## config.mk

```make
export PLATFORM = sky130hd
export DESIGN_NAME = maj_branch_predictor
export DESIGN_NICKNAME = d
export VERILOG_FILES = /design/src/rtl/mbp_pkg.sv /design/src/rtl/mbp_hist_table.sv /design/src/rtl/mbp_majority.sv /design/src/rtl/mbp_static_rule.sv /design/src/rtl/maj_branch_predictor.sv
export SDC_FILE = /design/constraint.sdc
export NUM_CORES = 2
export LEC_CHECK = 0
export ABC_CLOCK_PERIOD_IN_PS = 7200
export BUFFER_PORTS_ARGS = -buffer_cell sky130_fd_sc_hd__buf_2
export CAP_MARGIN = 30
export CORE_ASPECT_RATIO = 1.25
export CORE_UTILIZATION = 30
export DETAILED_ROUTE_END_ITERATION = 6
export PLACE_DENSITY = 0.53
export SYNTH_ARGS = -nofsm -noshare
export SYNTH_HDL_FRONTEND = slang
export SYNTH_SLANG_ARGS = --single-unit
```

## constraint.sdc

```tcl
create_clock -name clk -period 7.2 [get_ports clk]
set_input_delay 0 -clock clk [delete_from_list [all_inputs] [get_ports clk]]
set_output_delay 0 -clock clk [all_outputs]
set_load 0.01 [all_outputs]
```

## src/rtl/mbp_pkg.sv

```systemverilog
// Package: shared mode encoding and default sizes for the majority-vote
// branch predictor. Assumes nothing beyond IEEE 1800-2017.
package mbp_pkg;

    // Prediction mode carried with each instruction page.
    typedef enum logic {
        PM_STATIC  = 1'b0,
        PM_DYNAMIC = 1'b1
    } pmode_e;

    localparam int unsigned DEF_ADDR_W  = 32;
    localparam int unsigned DEF_IDX_W   = 8;
    localparam int unsigned DEF_IDX_LSB = 2;
    localparam int unsigned DEF_HIST_W  = 3;

endpackage

```

## src/rtl/mbp_hist_table.sv

```systemverilog
// Module: untagged outcome-history table.
// Holds 2**IDX_W shift histories of HIST_W bits each. The read port is
// combinational. A write shifts one entry left and inserts the new outcome at bit 0.
// Assumes HIST_W >= 2. A read and a write in the same cycle return the
// old contents, because the write lands at the clock edge.
module mbp_hist_table #(
    parameter int unsigned IDX_W  = 8,
    parameter int unsigned HIST_W = 3
) (
    input  logic              clk,
    input  logic              rst_n,
    input  logic [IDX_W-1:0]  rd_idx,
    output logic [HIST_W-1:0] rd_hist,
    input  logic              wr_en,
    input  logic [IDX_W-1:0]  wr_idx,
    input  logic              wr_taken
);
    localparam int unsigned DEPTH = 1 << IDX_W;

    logic [DEPTH-1:0][HIST_W-1:0] hist_q;

    // Purpose: clear all histories on reset, shift in one outcome per write.
    always_ff @(posedge clk) begin
        if (!rst_n) begin
            hist_q <= '0;
        end else if (wr_en) begin
            hist_q[wr_idx] <= {hist_q[wr_idx][HIST_W-2:0], wr_taken};
        end
    end

    // Purpose: present the addressed history to the vote logic.
    always_comb begin
        rd_hist = hist_q[rd_idx];
    end

    // the new outcome lands in bit 0 of the written entry.
    assert_shift_in_R5: assert property (@(posedge clk) disable iff (!rst_n)
        wr_en |=> hist_q[$past(wr_idx)][0] == $past(wr_taken));

    // the older outcomes move up one place.
    assert_shift_up_R5: assert property (@(posedge clk) disable iff (!rst_n)
        wr_en |=> hist_q[$past(wr_idx)][HIST_W-1:1] == $past(rd_hist_w));

    // no write enable, no change anywhere in the table.
    assert_static_no_update_R6: assert property (@(posedge clk) disable iff (!rst_n)
        !wr_en |=> $stable(hist_q));

    logic [HIST_W-2:0] rd_hist_w;
    // Purpose: low bits of the entry being written, used by the shift check.
    always_comb begin
        rd_hist_w = hist_q[wr_idx][HIST_W-2:0];
    end

endmodule

```

## src/rtl/mbp_majority.sv

```systemverilog
// Module: majority vote over a history word.
// Returns taken when more than half of the HIST_W bits are 1. For the
// usual width of three, it uses the two-level pairwise form.
module mbp_majority #(
    parameter int unsigned HIST_W = 3
) (
    input  logic [HIST_W-1:0] hist,
    output logic              taken
);
    generate
        if (HIST_W == 3) begin : g_pairwise
            // Purpose: taken when any two of the three outcomes are taken.
            always_comb begin
                taken = (hist[0] & hist[1]) | (hist[1] & hist[2]) | (hist[0] & hist[2]);
            end
        end else begin : g_count
            // Purpose: population count against half the width.
            always_comb begin
                taken = ($countones(hist) > (HIST_W / 2));
            end
        end
    endgenerate

endmodule

```

## src/rtl/mbp_static_rule.sv

```systemverilog
// Module: static direction rule.
// A negative displacement (backward, loop-closing branch) is guessed taken.
// A forward branch is guessed not taken.
module mbp_static_rule (
    input  logic backward,
    output logic taken
);
    // Purpose: direction follows the displacement sign.
    always_comb begin
        taken = backward;
    end

endmodule

```

## src/rtl/maj_branch_predictor.sv

```systemverilog
// Module: top of the majority-vote branch direction predictor.
// Picks the static rule or the table vote according to the lookup's page
// mode, and registers the result, so that a prediction appears one clock
// after its lookup. Resolves from dynamic pages update the table.
// Assumes lookups and resolves may arrive in any cycle, independently of each other.
module maj_branch_predictor
    import mbp_pkg::*;
#(
    parameter int unsigned ADDR_W  = DEF_ADDR_W,
    parameter int unsigned IDX_W   = DEF_IDX_W,
    parameter int unsigned IDX_LSB = DEF_IDX_LSB,
    parameter int unsigned HIST_W  = DEF_HIST_W
) (
    input  logic              clk,
    input  logic              rst_n,
    input  logic              lk_valid,
    input  logic [ADDR_W-1:0] lk_addr,
    input  logic              lk_back,
    input  logic              lk_dyn,
    input  logic              rs_valid,
    input  logic [ADDR_W-1:0] rs_addr,
    input  logic              rs_taken,
    input  logic              rs_dyn,
    output logic              pred_valid,
    output logic              pred_taken
);
    pmode_e             lk_mode;
    pmode_e             rs_mode;
    logic [IDX_W-1:0]   lk_idx;
    logic [IDX_W-1:0]   rs_idx;
    logic [HIST_W-1:0]  lk_hist;
    logic               dyn_guess;
    logic               stat_guess;
    logic               upd_en;
    logic               guess;

    // Purpose: decode the mode bits and cut the index fields out of the addresses.
    always_comb begin
        lk_mode = pmode_e'(lk_dyn);
        rs_mode = pmode_e'(rs_dyn);
        lk_idx  = lk_addr[IDX_LSB +: IDX_W];
        rs_idx  = rs_addr[IDX_LSB +: IDX_W];
        upd_en  = rs_valid && (rs_mode == PM_DYNAMIC);
    end

    mbp_hist_table #(
        .IDX_W  (IDX_W),
        .HIST_W (HIST_W)
    ) u_table (
        .clk      (clk),
        .rst_n    (rst_n),
        .rd_idx   (lk_idx),
        .rd_hist  (lk_hist),
        .wr_en    (upd_en),
        .wr_idx   (rs_idx),
        .wr_taken (rs_taken)
    );

    mbp_majority #(
        .HIST_W (HIST_W)
    ) u_vote (
        .hist  (lk_hist),
        .taken (dyn_guess)
    );

    mbp_static_rule u_static (
        .backward (lk_back),
        .taken    (stat_guess)
    );

    // Purpose: choose between the two prediction sources by page mode.
    always_comb begin
        guess = (lk_mode == PM_DYNAMIC) ? dyn_guess : stat_guess;
    end

    // Purpose: register the prediction, forced low when no lookup was presented.
    always_ff @(posedge clk) begin
        if (!rst_n) begin
            pred_valid <= 1'b0;
            pred_taken <= 1'b0;
        end else begin
            pred_valid <= lk_valid;
            pred_taken <= lk_valid && guess;
        end
    end

    // a lookup yields a valid prediction on the next clock.
    assert_valid_follows_R2: assert property (@(posedge clk) disable iff (!rst_n)
        lk_valid |=> pred_valid);

    // no lookup, no prediction on the next clock.
    assert_idle_follows_R2: assert property (@(posedge clk) disable iff (!rst_n)
        !lk_valid |=> !pred_valid);

    // in static mode the result tracks the displacement sign.
    assert_static_dir_R7: assert property (@(posedge clk) disable iff (!rst_n)
        (lk_valid && !lk_dyn) |=> (pred_taken == $past(lk_back)));

    // no taken guess without a valid prediction.
    assert_quiet_when_idle_R9: assert property (@(posedge clk) disable iff (!rst_n)
        !pred_valid |-> !pred_taken);

endmodule

```

# Yosys cells after proc, flatten, opt, wreduce, memory -nomap -nowiden
# Index checks and enable logic that the tools add are counted.
# word_totals
reg_bits	770
input_bits	72
wordCells	277
output_inout_bits	2
# op_classes
n_reduce_logical	3
n_mux	8
order_cmp	3
bitwise_logic	5
# ops
op	n
$bwmux W768	1
$bmux W3 S8	2
$demux W3 S8	1
$lt A8 B9 Y1 const B	2
$ge A8 B1 Y1 const B	1
$mux W3	2
$and A1 B1 Y1	3
$logic_and A1 B1 Y1	3
$mux W2	1
$or A1 B1 Y1	2
$mux W1	1

# Depth between registers and ports, before layout
# depth
word_depth	7
depth_mapped	14
mapped_depth_nobuf	8

# Cells and area by module
# A second synthesis with hierarchy kept.
# unflattened
cells_unflattened	4048
area_unflattened_um2	36887.9
# modules_own_cells
module	area_each_um2	cells_each	n_inst	seq_area_each_um2
mbp_hist_table	36797.8	4040	1	15374.7
maj_branch_predictor	71.3	6	1	40.0
mbp_majority	11.3	1	1	0.0
mbp_static_rule	7.5	1	1	0.0

# Least setup slack after synthesis
# Ideal clock, no wire load.
# synth_timing
path_kind	input port to flip-flop
startpoint	in rs_addr[2]
endpoint	reg u_table.hist_q[145] (netlist bit)
t_arrival_ns	2.654
path_buffers	6
path_stages	12
t_required_ns	7.084
setup_ns	0.116
slack_ns	4.430
path_cell_list	clkbuf_1 > buf_6 > buf_4 > buf_2 > mux4_2 > mux4_2 > a31oi_1 > and4_1 > buf_4 > buf_4 > nand2_1 > o211a_1
# synth_between
elab_chain_cells	5
word_cells_on_any_way	8
classes_between	order compare (2); mux (5); reduce/logical (1)
# synth_lines
item	line	rtl
from (decl)	maj_branch_predictor.sv:21	input logic [ADDR_W-1:0] rs_addr,
$lt A8 B9 Y1 (not written as such) or $ge A8 B1 Y1 (tied branches)	mbp_hist_table.sv:27	hist_q[wr_idx] <= {hist_q[wr_idx][HIST_W-2:0], wr_taken};
$logic_and A1 B1 Y1 (not written as such)	mbp_hist_table.sv:27	
$mux W3 (not written as such)	mbp_hist_table.sv:27	
$demux W3 S8	n/a	
$bwmux W768 (*)	mbp_hist_table.sv:27	
to (signal, indexed assignment)	mbp_hist_table.sv:27	
to (decl)	mbp_hist_table.sv:20	logic [DEPTH-1:0][HIST_W-1:0] hist_q;
# Every way passes the cells marked *; elsewhere a longest branch is shown, timed or not. The select of a mux whose other input is x is not followed.
# A chain may end at the register's enable or synchronous reset.

# Worst setup path after layout
# layout_timing
startpoint	in lk_addr[3]
endpoint	reg pred_taken
# layout_between
elab_chain_cells	7
word_cells_on_any_way	9
classes_between	mux (3); bitwise (5); reduce/logical (1)
# layout_lines
item	line	rtl
from (decl)	maj_branch_predictor.sv:17	input logic [ADDR_W-1:0] lk_addr,
$bmux W3 S8 (*)	mbp_hist_table.sv:33	rd_hist = hist_q[rd_idx];
$mux W3 (not written as such) (*)	mbp_hist_table.sv:33	
$and A1 B1 Y1	mbp_majority.sv:14	taken = (hist[0] & hist[1]) | (hist[1] & hist[2]) | (hist[0] & hist[2]);
$or A1 B1 Y1	mbp_majority.sv:14	
$or A1 B1 Y1 (*)	mbp_majority.sv:14	
$mux W1 (*)	maj_branch_predictor.sv:73	guess = (lk_mode == PM_DYNAMIC) ? dyn_guess : stat_guess;
$logic_and A1 B1 Y1 (*)	maj_branch_predictor.sv:83	pred_taken <= lk_valid && guess;
to (signal assigned)	maj_branch_predictor.sv:83	
to (decl)	maj_branch_predictor.sv:25	output logic pred_taken
# Marked as above.

==> run summary <==
status = finished clean
crit share post-route = 56.1%
Max Clk Rate = 0.247 GHz
share of async-settable or async-resettable flops after synthesis = 0%
CTS Buffer Depth = 3
Post-Syn Area = 38400 µm²
VDD IR max = 157 µV
clock skew = 33.4 ps
layout cells sized above 1 = 15.5%
H-tree Lvls = 3
ant diodes = 0
vias per cell = 5.68
clock net sink count = 770
synthesized flop and latch total = 770
Num CTS Buffers = 88
P&R area growth vs syn = 11.8%
share of the synthesized area in the top cell type = 40.1%
Power Dens Cells = 223 nW/µm²
Fillers = 12.9k
synthesized net count = 4010
commonest non-fill, non-tap cell in the layout = dfxtp_1
RSZ-0062 raised after global routing = no
Clock Latency Late Sink = 670 ps
number of DRC markers in iteration 0 = 2512
number of flops mapped to enable cells by yosys = 0
vias in the first global route = 30.0k
Ports = 74
chip width = 322 µm
area leader, netlist = dfxtp_1
Crit path required time = 7750 ps
Post-DP HPWL = 80200 µm
clk root buf = clkbuf_16
crit end category = flop
Fin Setup TNS = 0 ps
routed vias = 31.4k
Syn Area/Cell = 9.76 µm²
Initial Utilization = 30.3%
Rel. slew slack = 27.6%
fin util = 33.9%
Hold/Removal Path Class = input pin to flop
Final Hold Viols = 0
Synth area leaders = dfxtp_1 (40%), mux4_2 (19%), o21ai_0 (6.7%)
gpl congestion = 0.817
CP Launch Type = input pin
most frequent cells in the layout = dfxtp_1 (770), nand2_1 (541), o21ai_0 (518)
GRT Residual Overflow = 0
largest fanout on the critical path = 40
global-route usage over all layers = 19.9%
Worst Tran Pin Value = 1080 ps
Synth Warn # = 0
DR pass1 iterations = 5
Worst-path clk slew = 60 ps
largest net degree at the start of global routing = 140
DRT antenna net count = 0
post-route minimum period = 4040 ps
Synth Instances = 3938
post-DR wirelength/cell = 23.8 µm
Setup Crit Path Kind = input pin to flop
leak pwr = 17.1 nW
final setup vio count = 0
post-synth cell types = 50
I/O Buffers = 25
DRC = 0
Die Y-Extent = 402 µm
initial antenna violation count = 5
arrival time at the worst endpoint = 4590 ps
Max-cap violations = 0
CTS tree = done
Row Count = 146
share of the yosys chip area belonging to registers = 40.1%
nets = 3831
die area = 130000 µm²
fin. max-slew vios = 0
WL final = 132000 µm
Main synth FF type = dfxtp_1
first-pass GRT wire length = 196000 µm
core area = 127000 µm²
==> timing repair <==
action	4_1_cts	5_1_grt
hold endpoints to repair	139	0
gates resized for setup	0	0
setup buffers	0	0
setup endpoints to repair	0	0
hold buffers	7	0
==> area by class of cell <==
class | instances | area, µm² | area share (%)
Timing Repair Buffer | 113 | 1050 | 2.45
Clock inverter | 32 | 468 | 1.09
Inverter | 7 | 26.3 | 0.0611
Sequential cell | 770 | 15400 | 35.9
Multi-Input combinational cell | 2779 | 21300 | 49.7
Clock buffer | 125 | 2540 | 5.92
Tap cell | 1702 | 2130 | 4.95
==> metrics by stage <==
step                std cells  setup WS, ps  power, mW  hold slack (ps)  area, µm²
finish                   5528          3160       9.59             24.6      43000
detailed placement       5360          2610       4.93              276      39800
CTS                      5524          3300       9.66             18.2      42900
global route             5528          3090       9.85              110      43000
floorplan                3938          4430       4.72              165      38400
global placement         5355          2670       4.92              271      39700
==> synth_stat cells, types with 42 or more instances <==
master and n:
nor2_1 289, a21boi_0 256, a21oi_1 277, mux2i_1 97
clkbuf_1 263, o21ai_0 518, mux4_2 317, buf_4 60
dfxtp_1 770, buf_2 42, nand2_1 554, o211a_1 256
==> cells by family after synthesis <==
group / count (synthesis) / share of synthesized area, %
flip-flops: 770 / 40.1
multiplexers: 418 / 21.2
AO/OA/AOI/OAI: 1431 / 24.5
adder cells (fa/ha/maj): 1 / 0.0260
buffers and inverters: 389 / 4.56
AND/OR/NAND/NOR: 929 / 9.58
==> critical path, stage by stage <==
cell	delay (ps)
buf_8	340
nand2b_2	870
buf_4	450
o22ai_1	170
a2111oi_0	730
o311ai_0	200
o31ai_1	190
a211oi_1	210
a32oi_1	170
dlygate4sd3_1	570
o211ai_1	80
dlygate4sd3_1	570
==> report_power, final <==
group | internal, mW | switching (mW) | total (mW)
clock | 2.85 | 1.90 | 4.75
combinational | 0.167 | 0.408 | 0.575
sequential | 4.27 | 0.00287 | 4.27
total | 7.28 | 2.31 | 9.59
==> registers in the layout, summed over array words and instances, names as in the netlist <==
signal	flops
pred_valid	1
pred_taken	1
u_table.hist_q	768
==> worst paths after layout <==
path | cells past startpoint | slack [ps] | endpoint | startpoint
worst min-delay path | 3 | 20 | u_table.hist_q[168]$_SDFFE_PN0P_ | rs_taken
worst max-delay path | 12 | 3160 | pred_taken$_SDFF_PN0_ | lk_addr[3]
worst max register to register | 9 | 3430 | pred_taken$_SDFF_PN0_ | u_table.hist_q[11]$_SDFFE_PN0P_
worst min register to register | 2 | 490 | u_table.hist_q[498]$_SDFFE_PN0P_ | u_table.hist_q[498]$_SDFFE_PN0P_
==> per-layer routing <==
layer | vias up | GRT usage, % | wire (µm)
met5 | - | 0 | 24
met4 | 4 | 7.99 | 4850
met3 | 233 | 3.11 | 8100
met2 | 1018 | 32.7 | 62700
met1 | 15900 | 26.1 | 55900
li1 | 14300 | - | -
(Power assumes the default switching activity.)
